### src/rtl/flash_guard.sv
module flash_guard #(
  parameter int AW = 16,
  parameter int DW = 16,
  parameter logic [DW-1:0] MASK_WORD = 16'hB88B
) (
  input  logic          clk,
  input  logic          rst_n,
  input  logic          otp_lock,
  input  logic          fetch_in_flash,
  input  logic [DW-1:0] arr_rdata,
  output logic [DW-1:0] rd_data,
  input  logic          wr_en,
  input  logic [AW-1:0] wr_addr,
  input  logic [DW-1:0] wr_data,
  input  logic          cmd_req,
  input  logic          cmd_done,
  output logic          cmd_busy,
  output logic          resp_valid,
  output logic [1:0]    resp_status,
  output logic          prot_active
);
  localparam logic [1:0] ST_OK  = 2'b00;
  localparam logic [1:0] ST_PROT = 2'b01;

  logic prot_q;
  logic unlock_wr, finish, start;

  assign prot_active = prot_q & otp_lock;
  assign rd_data     = (prot_active && !fetch_in_flash) ? MASK_WORD : arr_rdata;
  assign unlock_wr   = wr_en & fetch_in_flash & ~wr_addr[0] & (wr_data == '0);
  assign finish      = cmd_busy & cmd_done;
  assign start       = cmd_req & ~cmd_busy;

  always_ff @(posedge clk or negedge rst_n) begin
    if (!rst_n)         prot_q <= 1'b1;
    else if (finish)    prot_q <= 1'b1;
    else if (unlock_wr) prot_q <= 1'b0;
  end

  always_ff @(posedge clk or negedge rst_n) begin
    if (!rst_n) begin
      cmd_busy    <= 1'b0;
      resp_valid  <= 1'b0;
      resp_status <= ST_OK;
    end else begin
      resp_valid <= start;
      if (start) begin
        resp_status <= prot_active ? ST_PROT : ST_OK;
        cmd_busy    <= !prot_active;
      end else if (finish) begin
        cmd_busy <= 1'b0;
      end
    end
  end
endmodule


### config.mk
export PLATFORM = sky130hd
export DESIGN_NAME = flash_guard
export DESIGN_NICKNAME = d
export VERILOG_FILES = /design/src/rtl/flash_guard.sv
export SDC_FILE = /design/constraint.sdc
export NUM_CORES = 1
export LEC_CHECK = 0
export ABC_CLOCK_PERIOD_IN_PS = 1700
export BUFFER_PORTS_ARGS = -buffer_cell sky130_fd_sc_hd__buf_2
export CAP_MARGIN = 40
export CORE_MARGIN = 2
export CORE_UTILIZATION = 22
export CTS_BUF_LIST = sky130_fd_sc_hd__clkbuf_8
export CTS_CLUSTER_DIAMETER = 120
export DETAILED_ROUTE_END_ITERATION = 8
export GPL_ROUTABILITY_DRIVEN = 1
export HOLD_SLACK_MARGIN = 0.06
export PLACE_DENSITY = 0.79
export SYNTH_ARGS = -nofsm -noshare
export SYNTH_HDL_FRONTEND = slang
export SYNTH_SLANG_ARGS = --single-unit
### constraint.sdc
create_clock -name clk -period 1.7 [get_ports clk]
set_input_delay 0.17 -clock clk [delete_from_list [all_inputs] [get_ports clk]]
set_output_delay 0.17 -clock clk [all_outputs]
set_load 0.01 [all_outputs]
=== Yosys cells after proc, flatten, opt, wreduce, memory -nomap -nowiden ===
Index checks and enable logic that the tools add are counted.

* Register bits after elaboration: 5
* Output and inout port bits: 21
* Logic and storage cells: 24

* Multiplexer cells: 6
* Bitwise gates (word level): 8
* Reduce and logical (&&, ||, !) cells: 6

{| class="wikitable"
|+ Operator list
! cell !! number
|-
| 16-bit logical NOT || 1
|-
| 16-bit 2-to-1 mux || 1
|-
| 1-bit AND || 6
|-
| 1-bit 2-to-1 mux || 5
|-
| 2-bit nonzero test || 2
|-
| 1-bit logical NOT || 2
|-
| 1-bit inverter || 2
|-
| 1-bit logical AND || 1
|}

=== Longest topological paths before layout ===
Gate-level depths: netlist (run 1).

* Depth after elaboration: 5
* Mapped depth: 4
* Mapped depth without buffers: 3

=== Worst setup path before layout (run 1) ===
OpenSTA, ideal clock, no wires.

* Path type: reg-to-output
* From: reg prot_q
* To: out rd_data[10]
* Arrival: 1,152 ps
* Setup slack: 378 ps
* Cell stages (with the launch flop): 5
* Path buffers: 1
* Cell sequence: dfstp_2 and2_2 nand2b_2 buf_2 and2_1

* Cells in the longest elaborated chain, start to end: 3

{| class="wikitable"
|+ RTL lines
! item !! line !! text
|-
| start, declared || 25 || <nowiki>logic prot_q;</nowiki>
|-
| start signal, assigned || 35 || <nowiki>if (!rst_n) prot_q <= 1'b1;</nowiki>
|-
| start signal, assigned || 36 || <nowiki>else if (finish) prot_q <= 1'b1;</nowiki>
|-
| start signal, assigned || 37 || <nowiki>else if (unlock_wr) prot_q <= 1'b0;</nowiki>
|-
| 1-bit AND || 28 || <nowiki>assign prot_active = prot_q & otp_lock;</nowiki>
|-
| via prot_active || 20 || <nowiki>output logic prot_active</nowiki>
|-
| 1-bit logical AND || 29 || <nowiki>assign rd_data = (prot_active && !fetch_in_flash) ? MASK_WORD : arr_rdata;</nowiki>
|-
| 16-bit 2-to-1 mux || 29 ||
|-
| end, declared || 11 || <nowiki>output logic [DW-1:0] rd_data,</nowiki>
|}

The timed path passes the listed nets, and every way through them passes these cells.

=== Worst setup path in the final report (run 1) ===
* From: reg prot_q
* To: out rd_data[10]

* Cells in the longest elaborated chain, start to end: 3

{| class="wikitable"
|+ RTL lines
! item !! line
|-
| 1-bit AND || 28
|-
| 1-bit logical AND || 29
|-
| 16-bit 2-to-1 mux || 29
|}

Every way passes these cells.

==> metrics, run 1 <==
status=finished clean; Critical Path AT=roughly 1400 ps; f_max=644 MHz; Setup violations, final=0; Max Slew Vio Count=0; Worst setup SP type=register; max_cap viols=0; Fin Clk Skew=4.17 ps; Yosys reg bits=4; die area=0.00180 mm²; reg-to-reg endpoint=resp_status[0]; post-synthesis cell area=324 µm²; worst skew pair latency=220 ps; remaining global-route overflow=0; # nets final=between 150 and 200; clock root buffer=clkbuf_8; largest net degree at the start of global routing=17; Clk pwr share=45.0%; wire per inst=10.6 µm; Post-synth EDFFs=0; Chip Width=42.4 µm; first-pass GRT wire length=around 1.8 mm; vias in the first global route=between 400 and 500; Req. time, crit path=between 1500 and 2000 ps; core area=~0.0013 mm²; clk sink count=4; total number of vias=around 500; worst vdd ir=roughly 0.00032 V; RSZ-0062 raised after global routing=false; Residual DRC=0; io pins=76; HP Start=cmd_done; Initial DRT Pass Iterations=4; drt total wl=~1.2 mm; clock-pin transition on the worst setup and hold timing paths=around 30 ps; combinational power share=between 30% and 40%; CP endpoint kind=primary output; CTS buffer count=3; final setup margin=around 150 ps; initial antenna violation count=0; delay-heaviest family, CP=flip-flops; Area Growth Syn to Fin=112%; crit-path cells=and2_2 > nand2b_4 > and2_1 > buf_2; internal power=0.336 mW; Setup TNS Final=0 ps; Hold Vio Cnt, Final=0; Post-Syn Area per Cell=8.31 µm²; count leader, synth=and2_1; DPL Wire Length=between 1 and 1.5 mm; switching portion of total power=25.9%; Worst R2R Start=prot_q; Seq pwr share=24.2%; post-synth top area share=23.2%; CTS tree=built; vias per inst=4.28; Crit Path Class=reg -> out; power density over cell area=roughly 660 mW/mm²; Initial Util=24.3%; DR iter-0 viols=5; Synth Flop Type=dfrtp_1; synth cell count leaders=8 x and2_1, 7 x nand2b_1, 3 x dfrtp_1, 3 x inv_1, 2 x nor4_1; syn nets=94; sequential share of the synthesized area=a little under a third; ys async rst share=between 90% and 100%; Buffers & Inverters on Critical Path=1; non-filler instance count after layout=116; CP max stage cell=dfstp_2; clock buffer depth=2; cell taking the most area after synthesis=dfrtp_1; worst-path maximum fanout=16; post-layout min period=~1600 ps; Lkg Pwr=between 0.4 and 0.5 nW; share of layout cells above drive strength 1=between 60% and 70%; WHS Path Cells=2; Placed Cells=between 100 and 150; routability-driven placement congestion ratio=roughly 0.7; Mapped Cells=39; pre-CTS WS=294 ps; Worst Hold End=cmd_busy; Antenna diodes=0; R2R cell count=2; Antenna Violating Nets Remaining=0; Total GRT Usage=approximately an eighth; Hold Path Class=in -> reg; Port Buffer Count=59; Synth Warn #=0; CP max stage delay=approximately 540 ps; largest cells by area after synthesis=dfrtp_1 23%, and2_1 15%, nand2b_1 14%, dfstp_2 8.1%, nor4_1 3.9%; Tcrit/Tclk final=between 90% and 100%; row count=13; Unique masters post-synth=21; FF-to-FF setup slack=between 700 and 800 ps; Switching Power=approximately 0.12 mW; H-tree Lvls=1; die height=42.4 µm
## cell type report
type,count,area (µm²)
Tap cell,15,18.8
Inverter,3,11.3
Multi-Input combinational cell,30,204
Clock buffer,3,41.3
Sequential cell,4,101
Timing Repair Buffer,60,305
Fill cell,139,648
Clock inverter,1,3.75
## placed cells by master (no fill, tap or decap), drive strengths merged
master / Yosys / layout
a221o: 1 / 1
a31oi: 1 / 1
and2: 9 / 9
buf: 2 / 59
clkbuf: 0 / 3
conb: 1 / 1
dfrtp: 3 / 3
dfstp: 1 / 1
dlygate4sd3: 0 / 1
inv: 3 / 4
mux2: 1 / 1
nand2: 1 / 1
nand2b: 8 / 8
nand4: 1 / 1
nor2: 1 / 1
nor3: 1 / 1
nor4: 3 / 3
o22ai: 1 / 1
or2b: 1 / 1
## worst max path at each step
stage	depth (start not counted)	from	endpoint
finish	4	prot_q	rd_data[10]
global route	4	prot_q	rd_data[10]
CTS	4	prot_q	rd_data[10]
detailed placement	4	prot_q	rd_data[10]
global placement	4	prot_q	rd_data[10]
floorplan	4	prot_q	rd_data[10]
## registers in the layout (all words and copies together), names as in the netlist
signal / flops
cmd_busy: 1
resp_valid: 1
resp_status: 1
prot_q: 1
## through the flow
stage	hold WS, ps	cell area [µm²]	total power, mW	util [%]
after floorplan	-126	324	0.169	-
after global placement	-21.5	626	0.244	46.9
after detailed placement	-20.1	626	0.248	46.9
after CTS	179	681	0.460	51.0
after global routing	188	686	0.478	51.4
final	184	686	0.454	51.4
## per-layer routing
metal	wire, µm	vias up	global-route usage, %	share of wire (%)
met5	0	-	0	0
met4	0	0	9.38	0
met3	135	0	3.45	11
met2	686	39	26.8	56
met1	404	205	10.6	33
li1	-	252	-	-
## power by group through the flow
| stage | clock, mW | combinational [mW] | sequential (mW) |
|---|---|---|---|
| 2_1_floorplan | 0 | 0.0538 | 0.115 |
| 3_3_place_gp | 0 | 0.134 | 0.110 |
| 3_5_place_dp | 0 | 0.138 | 0.110 |
| 4_1_cts | 0.210 | 0.140 | 0.110 |
| 5_1_grt | 0.213 | 0.153 | 0.111 |
| 6_report | 0.204 | 0.140 | 0.110 |
## what timing repair did
item	4_1_cts	5_1_grt
buffers inserted	0	0
setup endpoints to repair	0	4
endpoints found under the hold margin	4	0
gates resized for setup	0	1
hold buffers	1	0
## logic make-up (layout without fill, tap and decap cells)
family | count (synthesis) | after routing | share of synthesized area [%]
other cells | 1 | 1 | 1.16
flops | 4 | 4 | 31.3
compound gates | 3 | 3 | 6.95
buf+inv | 5 | 67 | 7.34
simple gates | 25 | 25 | 49.8
mux | 1 | 1 | 3.47
No activity file was read; power rests on OpenSTA's default activity.
==> run 2, diff against run 1 <==
==> config.mk (replaced) <==
export PLATFORM = sky130hd
export DESIGN_NAME = flash_guard
export DESIGN_NICKNAME = d
export VERILOG_FILES = /design/src/rtl/flash_guard.sv
export SDC_FILE = /design/constraint.sdc
export NUM_CORES = 1
export LEC_CHECK = 0
export ABC_CLOCK_PERIOD_IN_PS = 1400
export BUFFER_PORTS_ARGS = -buffer_cell sky130_fd_sc_hd__buf_2
export CAP_MARGIN = 40
export CORE_MARGIN = 2
export CORE_UTILIZATION = 20
export CTS_BUF_LIST = sky130_fd_sc_hd__clkbuf_8
export CTS_CLUSTER_DIAMETER = 120
export DETAILED_ROUTE_END_ITERATION = 8
export GPL_ROUTABILITY_DRIVEN = 1
export HOLD_SLACK_MARGIN = 0.06
export PLACE_DENSITY = 0.76
export SYNTH_ARGS = -nofsm -noshare
export SYNTH_HDL_FRONTEND = slang
export SYNTH_SLANG_ARGS = --single-unit
==> constraint.sdc (replaced) <==
create_clock -name clk -period 1.4 [get_ports clk]
set_input_delay 0.14 -clock clk [delete_from_list [all_inputs] [get_ports clk]]
set_output_delay 0.14 -clock clk [all_outputs]
set_load 0.01 [all_outputs]
==> run 2 against run 1 <==
Net effect: the run now ends with negative setup slack left; setup slack lost 160 ps; critical path depth stayed put; cell count is 3.4% higher; highest routed layer unchanged.
==> metrics, run 2 (synthesized netlist as in run 1, its figures left out) <==
Total GRT Usage=13.4% (was 13.3%); most frequent cells in the layout=54 x buf_2, 7 x nand2b_1, 6 x and2_4 (was 59 x buf_2, 8 x and2_1, 7 x nand2b_1); worst skew pair latency=220 ps (about the same); drt total wl=1.30 mm (was 1.23 mm); total number of vias=523 (was 496); final setup margin=-16.0 ps (was 146 ps); Port Buffer Count=59 (unchanged); Fin Clk Skew=8.40 ps (was 4.17 ps); pre-CTS WS=21.7 ps (was 294 ps); violated checks=negative setup slack; Antenna Violating Nets Remaining=0 (unchanged); non-filler instance count after layout=120 (was 116); share of layout cells above drive strength 1=72.1% (was 66.3%); H-tree Lvls=1 (unchanged); Switching Power=0.151 mW (was 0.118 mW); Buffers & Inverters on Critical Path=1 (unchanged); # nets final=160 (was 157); vias in the first global route=498 (was 468); internal power=0.431 mW (was 0.336 mW); RSZ-0062 raised after global routing=true (was false); Clk pwr share=43.0% (was 45.0%); die height=44.3 µm (was 42.4 µm); Critical Path AT=1280 ps (was 1380 ps); worst vdd ir=0.000385 V (was 0.000322 V); die area=0.00196 mm² (was 0.00180 mm²); first-pass GRT wire length=1.95 mm (was 1.80 mm); clock buffer depth=2 (unchanged); Placed Cells=112 (was 111); CTS buffer count=3 (unchanged); clock-pin transition on the worst setup and hold timing paths=30 ps (about the same); switching portion of total power=26.0% (was 25.9%); Residual DRC=0 (unchanged); Setup violations, final=8 (was 0); io pins=76 (unchanged); wire per inst=10.8 µm (was 10.6 µm); fill count=154 (was 139); Lkg Pwr=0.444 nW (was 0.406 nW); crit-path cells=and2_4 > nand2b_4 > and2_4 > buf_6 (was and2_2 > nand2b_4 > and2_1 > buf_2); largest net degree at the start of global routing=9 (was 17); status=finished, violations left (was finished clean); Crit Path Class=reg -> out (unchanged); routability-driven placement congestion ratio=0.635 (was 0.700); initial antenna violation count=0 (unchanged); CP dominant cell by count=and2_4; DPL Wire Length=1.04 mm (was 1.08 mm); Tcrit/Tclk final=101%; worst-path maximum fanout=8 (was 16); remaining global-route overflow=0 (unchanged); CP endpoint kind=primary output (unchanged); Max Slew Vio Count=0 (unchanged); Hold Vio Cnt, Final=0 (unchanged); Req. time, crit path=1260 ps (was 1530 ps); Seq pwr share=22.8% (was 24.2%); f_max=706 MHz; core area=0.00151 mm² (was 0.00133 mm²); Worst setup SP type=register (unchanged); Chip Width=44.3 µm (was 42.4 µm); CTS tree=built (unchanged); commonest non-fill, non-tap cell in the layout=buf_2 (unchanged); row count=14 (was 13); Post-DP Area=627 µm² (was 626 µm²); post-layout min period=1420 ps; max_cap viols=0 (unchanged); worst hold slack=146 ps (was 184 ps); Area Growth Syn to Fin=135% (was 112%); Antenna diodes=0 (unchanged); post-layout util=50.5% (was 51.4%); Hold Path Class=in -> reg (unchanged); CP max stage delay=520 ps (was 540 ps); design area=761 µm² (was 686 µm²); clk sink count=4 (unchanged); delay-heaviest family, CP=flip-flops (unchanged); power density over cell area=766 mW/mm² (was 662 mW/mm²); clock root buffer=clkbuf_8 (unchanged); combinational power share=34.2% (was 30.8%); Initial DRT Pass Iterations=4 (unchanged); Initial Util=21.5% (was 24.3%); CP max stage cell=dfstp_2 (unchanged); vias per inst=4.36 (was 4.28); DR iter-0 viols=4 (was 5)
==> run 2: changes by cell type in the layout (fill, tap and decap cells not counted) <==
cell,delta
and2_4,+6
and2_1,-5
buf_2,-5
buf_6,+5
buf_4,+2
and2_2,-1
nand2b_4,+1
==> run 2: what timing repair did <==
| action | 4_1_cts | 5_1_grt |
|---|---|---|
| hold buffers | 1 | 0 |
| pin swaps | 9 | 3 |
| endpoints found under the setup margin | 16 | 12 |
| gates resized for setup | 13 | 0 |
| cloned | 1 | 0 |
| hold endpoints to repair | 4 | 0 |
| buffers inserted | 2 | 0 |
==> run 2: metrics by stage <==
| stage | setup TNS, ps | power (mW) |
|---|---|---|
| floorplan | 0 | 0.205 |
| global placement | 0 | 0.296 |
| detailed placement | 0 | 0.301 |
| CTS | -68.3 | 0.587 |
| global route | -511 | 0.618 |
| finish | -72.5 | 0.583 |
==> run 2: final cells by class <==
cell class / instances / area (µm²) / area share (%)
repair buffers: 62 / 352 / 46.2
multi-input cells: 31 / 231 / 30.4
flip-flops and latches: 4 / 101 / 13.3
clock buffers: 3 / 41.3 / 5.43
well taps: 16 / 20.0 / 2.63
inverters: 3 / 11.3 / 1.48
clock inverters: 1 / 3.75 / 0.493
==> run 2: worst paths after layout <==
path / from / end / slack, ps / cells after the start
min reg2reg: resp_status[0] / resp_status[0] / 500 / 1
min in group asynchronous: rst_n / resp_status[0] / 270 / 2
max in group asynchronous: rst_n / prot_q / 920 / 2
max: prot_q / rd_data[14] / -20 / 4
min: cmd_done / cmd_busy / 150 / 2
max reg2reg: prot_q / resp_status[0] / 380 / 3
==> run 2: power groups by stage <==
stage | Sequential, mW | Clock, mW | Combinational (mW)
2_1_floorplan | 0.140 | 0 | 0.0653
3_3_place_gp | 0.134 | 0 | 0.162
3_5_place_dp | 0.134 | 0 | 0.167
4_1_cts | 0.133 | 0.254 | 0.200
5_1_grt | 0.134 | 0.267 | 0.217
6_report | 0.133 | 0.251 | 0.199
==> run 2: routing by layer <==
metal	GRT usage [%]	vias to the layer above	part of all wire, %
met5	0	-	0
li1	-	260	-
met4	5.45	0	0
met2	27.9	41	58
met1	12.2	222	28
met3	2.45	0	13
